$ cat src/rtl/ct_pkg.sv
package ct_pkg;
  // Strobes from the control to the address datapath
  typedef struct packed {
    logic wrFire;     // an element is written this cycle
    logic wrBank;     // bank being filled
    logic wrStrided;  // writer uses column-major placement
    logic rdFire;     // an element is read this cycle
    logic rdBank;     // bank being drained
    logic rdStrided;  // reader walks columns
  } ctStrobes_t;
endpackage

$ cat src/rtl/ct_control.sv
module ct_control
  import ct_pkg::*;
(
  input  logic       clk,
  input  logic       rstN,
  input  logic       modeSel,
  input  logic       wrValid,
  input  logic       rdReq,
  input  logic       wrAtStart,
  input  logic       wrAtLast,
  input  logic       rdAtLast,
  output logic       wrReady,
  output logic       rdGrant,
  output ctStrobes_t strb
);
  logic [1:0] fullQ;
  logic [1:0] modeQ;
  logic       wrBankQ;
  logic       rdBankQ;
  logic       wrMode;

  always_comb begin
    wrReady        = !fullQ[wrBankQ];
    rdGrant        = fullQ[rdBankQ];
    wrMode         = wrAtStart ? modeSel : modeQ[wrBankQ];
    strb.wrFire    = wrValid && wrReady;
    strb.wrBank    = wrBankQ;
    strb.wrStrided = wrMode;
    strb.rdFire    = rdReq && rdGrant;
    strb.rdBank    = rdBankQ;
    strb.rdStrided = !modeQ[rdBankQ];
  end

  always_ff @(posedge clk) begin
    if (!rstN) begin
      fullQ   <= '0;
      modeQ   <= '0;
      wrBankQ <= 1'b0;
      rdBankQ <= 1'b0;
    end else begin
      if (strb.wrFire && wrAtStart) modeQ[wrBankQ] <= modeSel;
      if (strb.wrFire && wrAtLast) begin
        fullQ[wrBankQ] <= 1'b1;
        wrBankQ        <= !wrBankQ;
      end
      if (strb.rdFire && rdAtLast) begin
        fullQ[rdBankQ] <= 1'b0;
        rdBankQ        <= !rdBankQ;
      end
    end
  end

  // a completed write frame leaves its bank marked full
  a_r6_full_after_last: assert property (@(posedge clk) disable iff (!rstN)
    (strb.wrFire && wrAtLast) |=> fullQ[$past(wrBankQ)]);

  // a drained bank is released for the writer
  a_r7_free_after_drain: assert property (@(posedge clk) disable iff (!rstN)
    (strb.rdFire && rdAtLast) |=> !fullQ[$past(rdBankQ)]);
endmodule

$ cat src/rtl/ct_addr_path.sv
module ct_addr_path
  import ct_pkg::*;
#(
  parameter int DIM_LOG2 = 11,
  parameter int DATA_W   = 64,
  localparam int IDX_W   = 2 * DIM_LOG2,
  localparam int ADDR_W  = IDX_W + 1
) (
  input  logic              clk,
  input  logic              rstN,
  input  ctStrobes_t        strb,
  input  logic [DATA_W-1:0] wrData,
  output logic              wrAtStart,
  output logic              wrAtLast,
  output logic              rdAtLast,
  output logic              memWrEn,
  output logic [ADDR_W-1:0] memWrAddr,
  output logic [DATA_W-1:0] memWrData,
  output logic              memRdEn,
  output logic [ADDR_W-1:0] memRdAddr,
  output logic              rdLast
);
  logic [IDX_W-1:0] wrIdxQ;
  logic [IDX_W-1:0] rdIdxQ;

  // Column-major position of a row-major index: col * N + row
  function automatic logic [IDX_W-1:0] colMajor(input logic [IDX_W-1:0] idx);
    return {idx[DIM_LOG2-1:0], idx[IDX_W-1:DIM_LOG2]};
  endfunction

  always_ff @(posedge clk) begin
    if (!rstN) begin
      wrIdxQ <= '0;
      rdIdxQ <= '0;
    end else begin
      if (strb.wrFire) wrIdxQ <= wrIdxQ + 1'b1;
      if (strb.rdFire) rdIdxQ <= rdIdxQ + 1'b1;
    end
  end

  always_comb begin
    wrAtStart = (wrIdxQ == '0);
    wrAtLast  = (wrIdxQ == '1);
    rdAtLast  = (rdIdxQ == '1);
    memWrEn   = strb.wrFire;
    memWrAddr = {strb.wrBank, strb.wrStrided ? colMajor(wrIdxQ) : wrIdxQ};
    memWrData = wrData;
    memRdEn   = strb.rdFire;
    memRdAddr = {strb.rdBank, strb.rdStrided ? colMajor(rdIdxQ) : rdIdxQ};
    rdLast    = strb.rdFire && rdAtLast;
  end

  // each accepted write advances the element index by exactly one
  a_r2_wr_step: assert property (@(posedge clk) disable iff (!rstN)
    strb.wrFire |=> wrIdxQ == $past(wrIdxQ) + 1'b1);

  // after the frame-last read the reader restarts at element zero
  a_r9_last_wraps: assert property (@(posedge clk) disable iff (!rstN)
    rdLast |=> rdIdxQ == '0);
endmodule

$ cat src/rtl/corner_turn_agen.sv
module corner_turn_agen
  import ct_pkg::*;
#(
  parameter int DIM_LOG2 = 11,
  parameter int DATA_W   = 64,
  localparam int ADDR_W  = 2 * DIM_LOG2 + 1
) (
  input  logic              clk,
  input  logic              rstN,
  input  logic              modeSel,
  input  logic              wrValid,
  output logic              wrReady,
  input  logic [DATA_W-1:0] wrData,
  output logic              memWrEn,
  output logic [ADDR_W-1:0] memWrAddr,
  output logic [DATA_W-1:0] memWrData,
  input  logic              rdReq,
  output logic              rdGrant,
  output logic              memRdEn,
  output logic [ADDR_W-1:0] memRdAddr,
  output logic              rdLast
);
  ctStrobes_t strb;
  logic       wrAtStart;
  logic       wrAtLast;
  logic       rdAtLast;

  ct_control u_ctrl (
    .clk       (clk),
    .rstN      (rstN),
    .modeSel   (modeSel),
    .wrValid   (wrValid),
    .rdReq     (rdReq),
    .wrAtStart (wrAtStart),
    .wrAtLast  (wrAtLast),
    .rdAtLast  (rdAtLast),
    .wrReady   (wrReady),
    .rdGrant   (rdGrant),
    .strb      (strb)
  );

  ct_addr_path #(.DIM_LOG2(DIM_LOG2), .DATA_W(DATA_W)) u_path (
    .clk       (clk),
    .rstN      (rstN),
    .strb      (strb),
    .wrData    (wrData),
    .wrAtStart (wrAtStart),
    .wrAtLast  (wrAtLast),
    .rdAtLast  (rdAtLast),
    .memWrEn   (memWrEn),
    .memWrAddr (memWrAddr),
    .memWrData (memWrData),
    .memRdEn   (memRdEn),
    .memRdAddr (memRdAddr),
    .rdLast    (rdLast)
  );

  // simultaneous write and read never share a bank
  a_r5_bank_split: assert property (@(posedge clk) disable iff (!rstN)
    (memWrEn && memRdEn) |-> memWrAddr[ADDR_W-1] != memRdAddr[ADDR_W-1]);
endmodule

$ cat config.mk
export PLATFORM = sky130hd
export DESIGN_NAME = corner_turn_agen
export DESIGN_NICKNAME = d
export VERILOG_FILES = /design/src/rtl/ct_pkg.sv /design/src/rtl/ct_control.sv /design/src/rtl/ct_addr_path.sv /design/src/rtl/corner_turn_agen.sv
export SDC_FILE = /design/constraint.sdc
export NUM_CORES = 1
export LEC_CHECK = 0
export CORE_UTILIZATION = 35
export DETAILED_ROUTE_END_ITERATION = 10
export HOLD_SLACK_MARGIN = 0.05
export PLACE_DENSITY = 0.75
export SLEW_MARGIN = 10
export SYNTH_ARGS = -nofsm -noshare
export SYNTH_HDL_FRONTEND = slang
export SYNTH_SLANG_ARGS = --single-unit
$ cat constraint.sdc
create_clock -name clk -period 2.8 [get_ports clk]
set_clock_uncertainty 0.2 [all_clocks]
set_input_delay 0.56 -clock clk [delete_from_list [all_inputs] [get_ports clk]]
set_output_delay 0.56 -clock clk [all_outputs]
set_load 0.02 [all_outputs]
== Yosys cells after proc, flatten, opt, wreduce, memory -nomap -nowiden ==
Cells that the tools add are included.
Widths: inputs -> output; s select.

* Logic and storage cells: 47
* Register bits: 50
* Input port bits: 69
* Output and inout port bits: 115

* Bitwise operators: 3
* $add $sub $neg: 2
* Equality and inequality tests: 2
* Reductions and logical operators: 11
* Mux-type cells: 19
* $lt $le $gt $ge: 4

{| class="wikitable"
|+ Operators with widths
! cell !! number
|-
| $add 22x1->22 const B || 2
|-
| $eq 22x22->1 const B || 2
|-
| $mux 22 || 2
|-
| $logic_not 22->1 || 1
|-
| $mux 1 || 11
|-
| $logic_and 1x1->1 || 7
|-
| $mux 2 || 3
|-
| $lt 1x2->1 const B || 2
|-
| $logic_not 1->1 || 3
|-
| $and 2x2->2 || 1
|-
| $bwmux 2 || 1
|-
| $demux 1 s1 || 2
|-
| $ge 1x1->1 const B || 2
|-
| $not 2->2 || 1
|-
| $or 2x2->2 || 1
|}

== Logic depth before layout (Yosys ltp) ==
Gate-level depths: netlist of the first run.

* Depth after elaboration: 9
* Depth in mapped cells: 7
* Gate-level depth less buffers: 6

== Hierarchy ==
From an unflattened synthesis of the first run, not the netlist that was laid out.

* Cell total of the unflattened synthesis: 416
* Area total of the unflattened synthesis: 3500.9 µm²

{| class="wikitable"
|+ Modules (own cells, without submodules)
! module !! seq. area each (µm²) !! area an instance (µm²) !! instances !! cells each
|-
| ct_addr_path || 880.8 || 3141.8 || 1 || 380
|-
| ct_control || 120.1 || 359.1 || 1 || 36
|}

== Worst setup path before layout of the first run ==
Ideal clock, no wire load.

* Path type: register -> output
* From: register u_ctrl.wrBankQ
* To: output port memWrAddr[10]
* Path buffers: 2
* Cell stages (with the launch flop): 5
* Data required time: 2.040 ns
* Data arrival time: 1.966 ns
* Slack: 0.074 ns
* Cell sequence: dfxtp_1 > clkbuf_1 > mux2i_1 > clkbuf_1 > mux2_2

* Longest elaborated chain between the ends: 4

{| class="wikitable"
|+ RTL lines
! element !! line !! source
|-
| from (decl) || ct_control.sv:18 || <nowiki>logic wrBankQ;</nowiki>
|-
| from (signal assigned) || ct_control.sv:44 || <nowiki>wrBankQ <= !wrBankQ;</nowiki>
|-
| $mux 1 (not written as such) (2 in a row) || ct_control.sv:25 || <nowiki>wrMode = wrAtStart ? modeSel : modeQ[wrBankQ];</nowiki>
|-
| $mux 1 || ct_control.sv:25 ||
|-
| $mux 22 || ct_addr_path.sv:46 || <nowiki>memWrAddr = {strb.wrBank, strb.wrStrided ? colMajor(wrIdxQ) : wrIdxQ};</nowiki>
|-
| to (decl) || corner_turn_agen.sv:15 || <nowiki>output logic [ADDR_W-1:0] memWrAddr,</nowiki>
|}

Every way passes these cells. The select of a mux whose other input is x is not followed.

== Worst setup path after layout of the first run ==
* From: register u_path.wrIdxQ[2]
* To: output port memWrAddr[1]

* Longest elaborated chain between the ends: 3

{| class="wikitable"
|+ RTL lines
! element !! line !! source
|-
| from (decl) || ct_addr_path.sv:23 || <nowiki>logic [IDX_W-1:0] wrIdxQ;</nowiki>
|-
| from (signal assigned) || ct_addr_path.sv:36 || <nowiki>if (strb.wrFire) wrIdxQ <= wrIdxQ + 1'b1;</nowiki>
|-
| $logic_not 22->1 || ct_addr_path.sv:42 || <nowiki>wrAtStart = (wrIdxQ == '0);</nowiki>
|-
| $mux 1 || ct_control.sv:25 ||
|-
| $mux 22 || ct_addr_path.sv:46 ||
|}

Every way passes these cells.

==> results of run 1 <==
[layout by cell type (no fill, tap or decap), types with 5 or more instances in the layout]
| cell | instances |
|---|---|
| a21oi_1 | 27 |
| clkbuf_8 | 5 |
| nand3_1 | 21 |
| nand2_1 | 29 |
| nand4_1 | 16 |
| or4_1 | 19 |
| dfxtp_1 | 49 |
| nor2_1 | 20 |
| nor4_1 | 6 |
| and4_1 | 8 |
| or3_1 | 8 |
| o31ai_1 | 15 |
| xor2_1 | 10 |
| o21ai_0 | 11 |
| buf_4 | 54 |
| inv_1 | 10 |
| xnor2_1 | 7 |
| mux2_2 | 37 |
| dlygate4sd2_1 | 37 |
| clkdlybuf4s50_1 | 9 |
[routing by layer]
layer / global-route usage (%) / vias up
met3: 3.12 / 32
met5: 0 / -
met2: 32.9 / 118
met1: 21.5 / 1535
met4: 5.74 / 0
li1: - / 1568
[final timing paths]
path                                    endpoint                          start  cells after the start  slack, ns
setup / recovery                    memWrAddr[1]  u_path.wrIdxQ[2]$_SDFFE_PN0N_                      5      -0.18
hold / removal        u_ctrl.fullQ[1]$_SDFF_PN0_     u_ctrl.fullQ[1]$_SDFF_PN0_                      2       0.32
setup reg to reg  u_path.rdIdxQ[20]$_SDFFE_PN0P_  u_path.rdIdxQ[1]$_SDFFE_PN0P_                      6       0.46
hold reg to reg       u_ctrl.fullQ[1]$_SDFF_PN0_     u_ctrl.fullQ[1]$_SDFF_PN0_                      2       0.32
[sequential cells by signal, indices dropped and copies added, names as in the netlist]
name / flops
u_ctrl.rdBankQ: 1
u_ctrl.wrBankQ: 1
u_path.wrIdxQ: 22
u_ctrl.modeQ: 2
u_ctrl.fullQ: 2
u_path.rdIdxQ: 22
[kinds of logic after synthesis]
kind of cell,Yosys count
fa+ha+maj,3
mux,44
buf+inv,101
compound gates,63
simple gates,154
flops,50
xor+xnor,17
[stage by stage]
step           instances  util [%]  cell area (sq um)  hold slack (ns)
2_1_floorplan        432         -               3550            0.250
3_3_place_gp         584      42.1               4130            0.273
3_5_place_dp         584      42.1               4130            0.300
4_1_cts              593      42.6               4190            0.313
5_1_grt              595      43.3               4250            0.354
6_report             595      43.3               4250            0.317
[cell type report]
type                    instances  area (sq um)
repair buffers                112           967
fillers                       993          5570
inverters                      11          41.3
well taps                     133           166
clock buffers                   5          68.8
flip-flops and latches         50          1000
clock inverters                 3          21.3
multi-input cells             281          1980
[report_power, final]
part | internal [mW] | switching, mW
Sequential | 0.715 | 0.00259
Combinational | 0.0731 | 0.0797
Clock | 0.176 | 0.249
[worst reg2reg max path, cell delays in order (launching register included)]
cell,delay (ns)
dfxtp_1,0.42
ha_1,0.23
nand3_1,0.13
or4_1,0.57
buf_4,0.19
or4_1,0.40
a21oi_1,0.14
[repair_timing]
item	CTS	global route
gates resized for setup	66	16
pin swaps	1	0
setup endpoints to repair	42	11
buffers inserted	1	2
==> summary.txt, run 1 <==
GRT
  – Largest net degree at the start of global routing: 46
  – Number of global-route vias before repair: approximately 3200
  – Initial antenna violation count: 0
  – Congestion Overflow GR: 0
  – First-pass GRT wire length: about 15000 um
  – GRT Resource Usage Total: 18.1%

STA
  – Max Clock Freq: ~0.34 GHz
  – Fin crit period: between 2 and 3 ns
  – Final setup vio count: 4
  – Fin worst setup slack: -0.183 ns
  – Least-Margin Pin Slew: 0.437 ns
  – TNS Setup: -0.453 ns
  – Slew margin rel.: between 70% and 80%
  – Fin. Hold Viols: 0
  – Unrepaired setup endpoints after global routing: yes
  – Period utilization: 107%
  – Slew Limit Fails: 0

Status
  – Failing checks: negative setup slack
  – Status: finished, violations left

Critical path
  – Startpoint type of the worst setup path: flop
  – Data required time of the critical path: approximately 2 ns
  – Cells along the critical path: or4_4 -> or3_4 -> or4_1 -> o221ai_1 -> buf_4
  – Crit path kind: flop to output pin
  – CP endpoint kind: output pin
  – Crit-path slowest cell: or4_4
  – Crit path DAT: roughly 2.2 ns
  – Critical path's top delay family: simple AND/OR/NAND/NOR gates
  – Largest stage delay on the critical path: approximately 0.53 ns
  – Crit Path Max Fanout: 3
  – Bufs and invs on worst path: 1

Power
  – PwrDens: 305 nW/um^2
  – Leak Pwr: between 1.5 and 2 nW
  – Worst vdd ir: about 0.16 mV
  – Tot Pwr: 1.29 mW

Yosys
  – Yosys Warn Count: 0
  – Number of flops mapped to enable cells by yosys: 0
  – XOR/XNOR Fraction of Synth Area: about 4.2%
  – Count leader, synth: buf_4
  – Library cells used by synthesis: 35
  – Synth area leaders: dfxtp_1, buf_4, mux2_2
  – Synth Instances: 432
  – Synth top cells by count: buf_4, dfxtp_1, mux2_2
  – Post-synth top area cell: dfxtp_1
  – Synth Area in Adders: between 1 and 1.5%
  – Synth Flop Type: dfxtp_1
  – #FFs+latches synth: 50
  – Largest family of logic cells by synthesized area: simple AND/OR/NAND/NOR gates
  – Synth Area in Compound Gates: 10.9%
  – Post-Syn Area: 3550 sq um
  – Top cell type's share of synthesized area: around 28%
  – Sequential-to-total area share from yosys stat: between 20% and 30%
  – Async S/R FF share, synth: 0%
  – Syn_area_per_cell: around 8.2 sq um
  – Synth Area in Simple Gates: roughly 24%
  – Syn_nets: 504
  – Mux contribution to synthesized area: between 10% and 20%

Routing
  – DR WL met2: 4560 um
  – Drt wl/cell: approximately 16 um
  – Met1 WL: 3930 um
  – Met3 routed WL: around 680 um
  – TritonRoute pass-1 iters: 4
  – Iteration-0 DRC Markers: between 80 and 90
  – DRC: 0
  – Routed Antenna Nets: 0
  – Drt total wl: just over 9000 um
  – Max Used Layer: met4
  – Via density: roughly 5.5
  – Vias post-DR: about 3300

Die
  – Die Width: around 100 um
  – Rows: 36
  – Die extent in y: ~100 um
  – Die outline area: between 10000 and 15000 sq um
  – Core ar.: 9820 sq um
  – I/O pin total: 184
  – Initial Util: 36.2%

Layout
  – Layout cells sized above 1: 26.4%
  – Antenna cells: 0
  – Area grow syn2layout: 19.6%
  – Nets: roughly 530

Clocking
  – CTS tree: built
  – # hold bufs at CTS: 0
  – Clock Latency Late Sink: around 0.30 ns
  – Worst-path clk slew: around 0.090 ns
  – Clock buffer count from CTS: 5
  – Clk Tree Root Cell: clkbuf_8
  – Clk sinks: 50
  – Clock buffer depth: 2
  – H-tree levels: 2

Place
  – PortBufs: 55
  – Final HPWL DP: 6900 um
  – RD Place Congestion: 0.886
  – DP Worst Slack: -0.269 ns

Worst hold path
  – Hold Path Class: flop to flop

Job
  – Max cap viols: 0
(Power assumes the default switching activity.)
==> run 2: changes to the inputs <==
CAP_MARGIN = 20   (was unset)
==> results of run 2 <==
The final DEF is identical to that of run 1; final timing and power are the same.
==> run 3: changes to the inputs <==
CORE_ASPECT_RATIO = 2   (was unset)
CTS_BUF_LIST = sky130_fd_sc_hd__clkbuf_8   (was unset)
HOLD_SLACK_MARGIN = 0.1   (was 0.05)
==> run 3 against run 2 <==
Against the previous run:
- the run still ends with negative setup slack left
- register-to-register slack worse by 0.04 ns
- sequential share of layout area is essentially flat
- total power is 7.9% higher
- combinational power about the same
- largest cell class unchanged
- critical endpoint is now memWrAddr[0]
- sequential power barely moved
- global-route usage up 1.0 points
- die area grew 0.23%
- clock power up 24%
- worst hold slack better by 0.0087 ns
- setup slack better by 0.032 ns
==> summary.txt, run 3 (synthesis results as in run 1) <==
STA
  – Max Clock Freq: 0.339 GHz (+1.1%)
  – Fin worst setup slack: -0.151 ns (+0.0324 ns)
  – Slew Limit Fails: 0 (unchanged)
  – TNS Setup: -0.373 ns (+0.0803 ns)
  – Fin crit period: 2.95 ns (-0.0324 ns)
  – Fin. Hold Viols: 0 (unchanged)
  – Least-Margin Pin Slew: 0.426 ns (-0.0106 ns)
  – Final setup vio count: 4 (unchanged)
  – Period utilization: 105% (-1.2 points)
  – Slew margin rel.: 71.2% (+0.57 points)
  – Unrepaired setup endpoints after global routing: yes

Status
  – Failing checks: negative setup slack
  – Status: finished, violations left

Clocking
  – H-tree levels: 2 (unchanged)
  – Clk sinks: 50 (unchanged)
  – Worst-path clk slew: 0.10 ns (about the same)
  – Clk Tree Root Cell: clkbuf_8
  – Clock buffer depth: 2 (unchanged)
  – Clock Latency Late Sink: 0.31 ns (about the same)
  – CTS tree: built
  – Clock buffer count from CTS: 5 (unchanged)

Worst hold path
  – Hold Path Class: flop to flop
  – Hold Path Origin: u_ctrl.fullQ[1]$_SDFF_PN0_
  – Hold-critical path endpoint: u_ctrl.fullQ[1]$_SDFF_PN0_
  – Hold Path Depth: 2 (unchanged)

GRT
  – Initial antenna violation count: 0 (unchanged)
  – Congestion Overflow GR: 0 (unchanged)
  – First-pass GRT wire length: 15500 um (+1.5%)
  – GRT Resource Usage Total: 19.1% (+1.0 points)
  – Largest net degree at the start of global routing: 28 (-39%)
  – Number of global-route vias before repair: 3249 (+0.62%)

Layout
  – Filler instances: 999 (+0.60%)
  – Register Area: 1000 sq um (+0.12%)
  – Layout cells sized above 1: 26.1% (-0.27 points)
  – Final cell count without fillers: 595 (unchanged)
  – Biggest regs: u_path.rdIdxQ (22), u_path.wrIdxQ (22)
  – Nets: 534 (+0.19%)
  – Most common cell after layout, fill and taps aside: buf_4
  – Area of the multi-input gates: 1980 sq um (-0.13%)
  – Area grow syn2layout: 19.9%
  – Most frequent cells in the layout: buf_4, dfxtp_1, dlygate4sd2_1, mux2_2, nand2_1
  – Antenna cells: 0 (unchanged)

Power
  – PwrDens: 328 nW/um^2 (+7.6%)
  – Worst vdd ir: 0.180 mV (+14%)
  – Leak Pwr: 1.78 nW (+0.88%)

Critical path
  – CP endpoint kind: output pin
  – Cells along the critical path: or4_4 -> or3_4 -> or4_1 -> o221ai_2 -> buf_4
  – Startpoint type of the worst setup path: flop
  – Data required time of the critical path: 2.04 ns (about the same)
  – R2R depth: 7 (+1)
  – Largest stage delay on the critical path: 0.52 ns (about the same)
  – Critical path's top delay family: simple AND/OR/NAND/NOR gates
  – Crit path DAT: 2.19 ns (-0.03 ns)
  – Worst r2r dst: u_ctrl.wrBankQ$_SDFFE_PN0N_
  – Crit-path slowest cell: or4_4
  – FF-to-FF setup slack: 0.42 ns (-0.04 ns)
  – Reg2reg start: u_ctrl.wrBankQ$_SDFFE_PN0N_
  – Bufs and invs on worst path: 1 (unchanged)
  – Crit Path Max Fanout: 3 (unchanged)
  – Crit path kind: flop to output pin

Routing
  – TritonRoute pass-1 iters: 6 (+2)
  – DRC: 0 (unchanged)
  – Drt wl/cell: 16.9 um (+7.8%)
  – Iteration-0 DRC Markers: 184 (+120%)
  – Drt total wl: 10100 um (+7.8%)
  – Via density: 5.57 (+1.8%)
  – Vias post-DR: 3312 (+1.8%)
  – Routed Antenna Nets: 0 (unchanged)

Place
  – RD Place Congestion: 0.873 (-1.5%)
  – Post-placement cell count: 587 (+0.51%)
  – Final HPWL DP: 7720 um (+12%)
  – PortBufs: 55 (unchanged)

Die
  – Die Width: 73.2 um (-29%)
  – Rows: 51 (+42%)
  – Die extent in y: 144 um (+41%)
  – I/O pin total: 184 (unchanged)
  – Initial Util: 36.1% (about the same)
  – Core ar.: 9830 sq um (about the same)
  – Die outline area: 10600 sq um (+0.23%)

Job
  – Max cap viols: 0 (unchanged)
==> run 3: how the worst max path moves through the flow <==
stage | start | endpoint | slack, ns | depth (start not counted)
6_report | u_path.wrIdxQ[2]$_SDFFE_PN0N_ | memWrAddr[0] | -0.15 | 5
5_1_grt | u_path.wrIdxQ[2]$_SDFFE_PN0N_ | memWrAddr[0] | -0.20 | 5
4_1_cts | u_path.wrIdxQ[2]$_SDFFE_PN0N_ | memWrAddr[1] | -0.17 | 5
3_5_place_dp | u_path.wrIdxQ[2]$_SDFFE_PN0N_ | memWrAddr[1] | -0.28 | 5
3_3_place_gp | u_path.wrIdxQ[2]$_SDFFE_PN0N_ | memWrAddr[1] | -0.25 | 5
2_1_floorplan | u_ctrl.wrBankQ$_SDFFE_PN0N_ | memWrAddr[10] | 0.07 | 4
==> run 3: metal layers <==
metal / vias to the layer above / global-route usage [%] / routed length [um]
met5: - / 0 / 0
met2: 122 / 37.0 / 5430
li1: 1559 / - / -
met4: 0 / 17.4 / 805
met3: 79 / 2.72 / 571
met1: 1552 / 15.7 / 3250
==> run 3: timing repair <==
item,CTS,global route
pin swaps,1,1
hold buffers,0,0
setup endpoints to repair,44,8
endpoints found under the hold margin,0,0
gates cloned,0,0
setup buffers,0,0
gates resized for setup,68,10
==> run 3: cell type report <==
type	instances	share of cell area (%)
clock buffers	5	1.62
clock inverters	3	1.03
inverters	11	0.970
multi-input cells	281	46.5
flip-flops and latches	50	23.6
well taps	132	3.88
repair buffers	113	22.5
==> run 3: where the power goes <==
| group | total, mW | internal (mW) | switching (mW) |
|---|---|---|---|
| Combinational | 0.152 | 0.0710 | 0.0807 |
| Sequential | 0.718 | 0.715 | 0.00302 |
| Clock | 0.528 | 0.268 | 0.259 |
==> run 3: per-stage QoR <==
step           utilization, %  hold WS, ns  total power, mW  worst slack (ns)  area (sq um)
3_3_place_gp             42.2        0.293            0.873            -0.248          4150
2_1_floorplan               -        0.250            0.943            0.0735          3550
3_5_place_dp             42.2        0.298            0.878            -0.280          4150
6_report                 43.3        0.326             1.40            -0.151          4260
4_1_cts                  42.9        0.317             1.40            -0.174          4220
5_1_grt                  43.3        0.343             1.44            -0.203          4260
==> run 3: worst reg2reg max path: stages, from the launching register on <==
cell and delay [ns]:
dfxtp_1 0.38, buf_4 0.19, mux2i_1 0.25, buf_4 0.24
nand2_1 0.12, buf_4 0.17, or4_1 0.46, a21oi_1 0.27
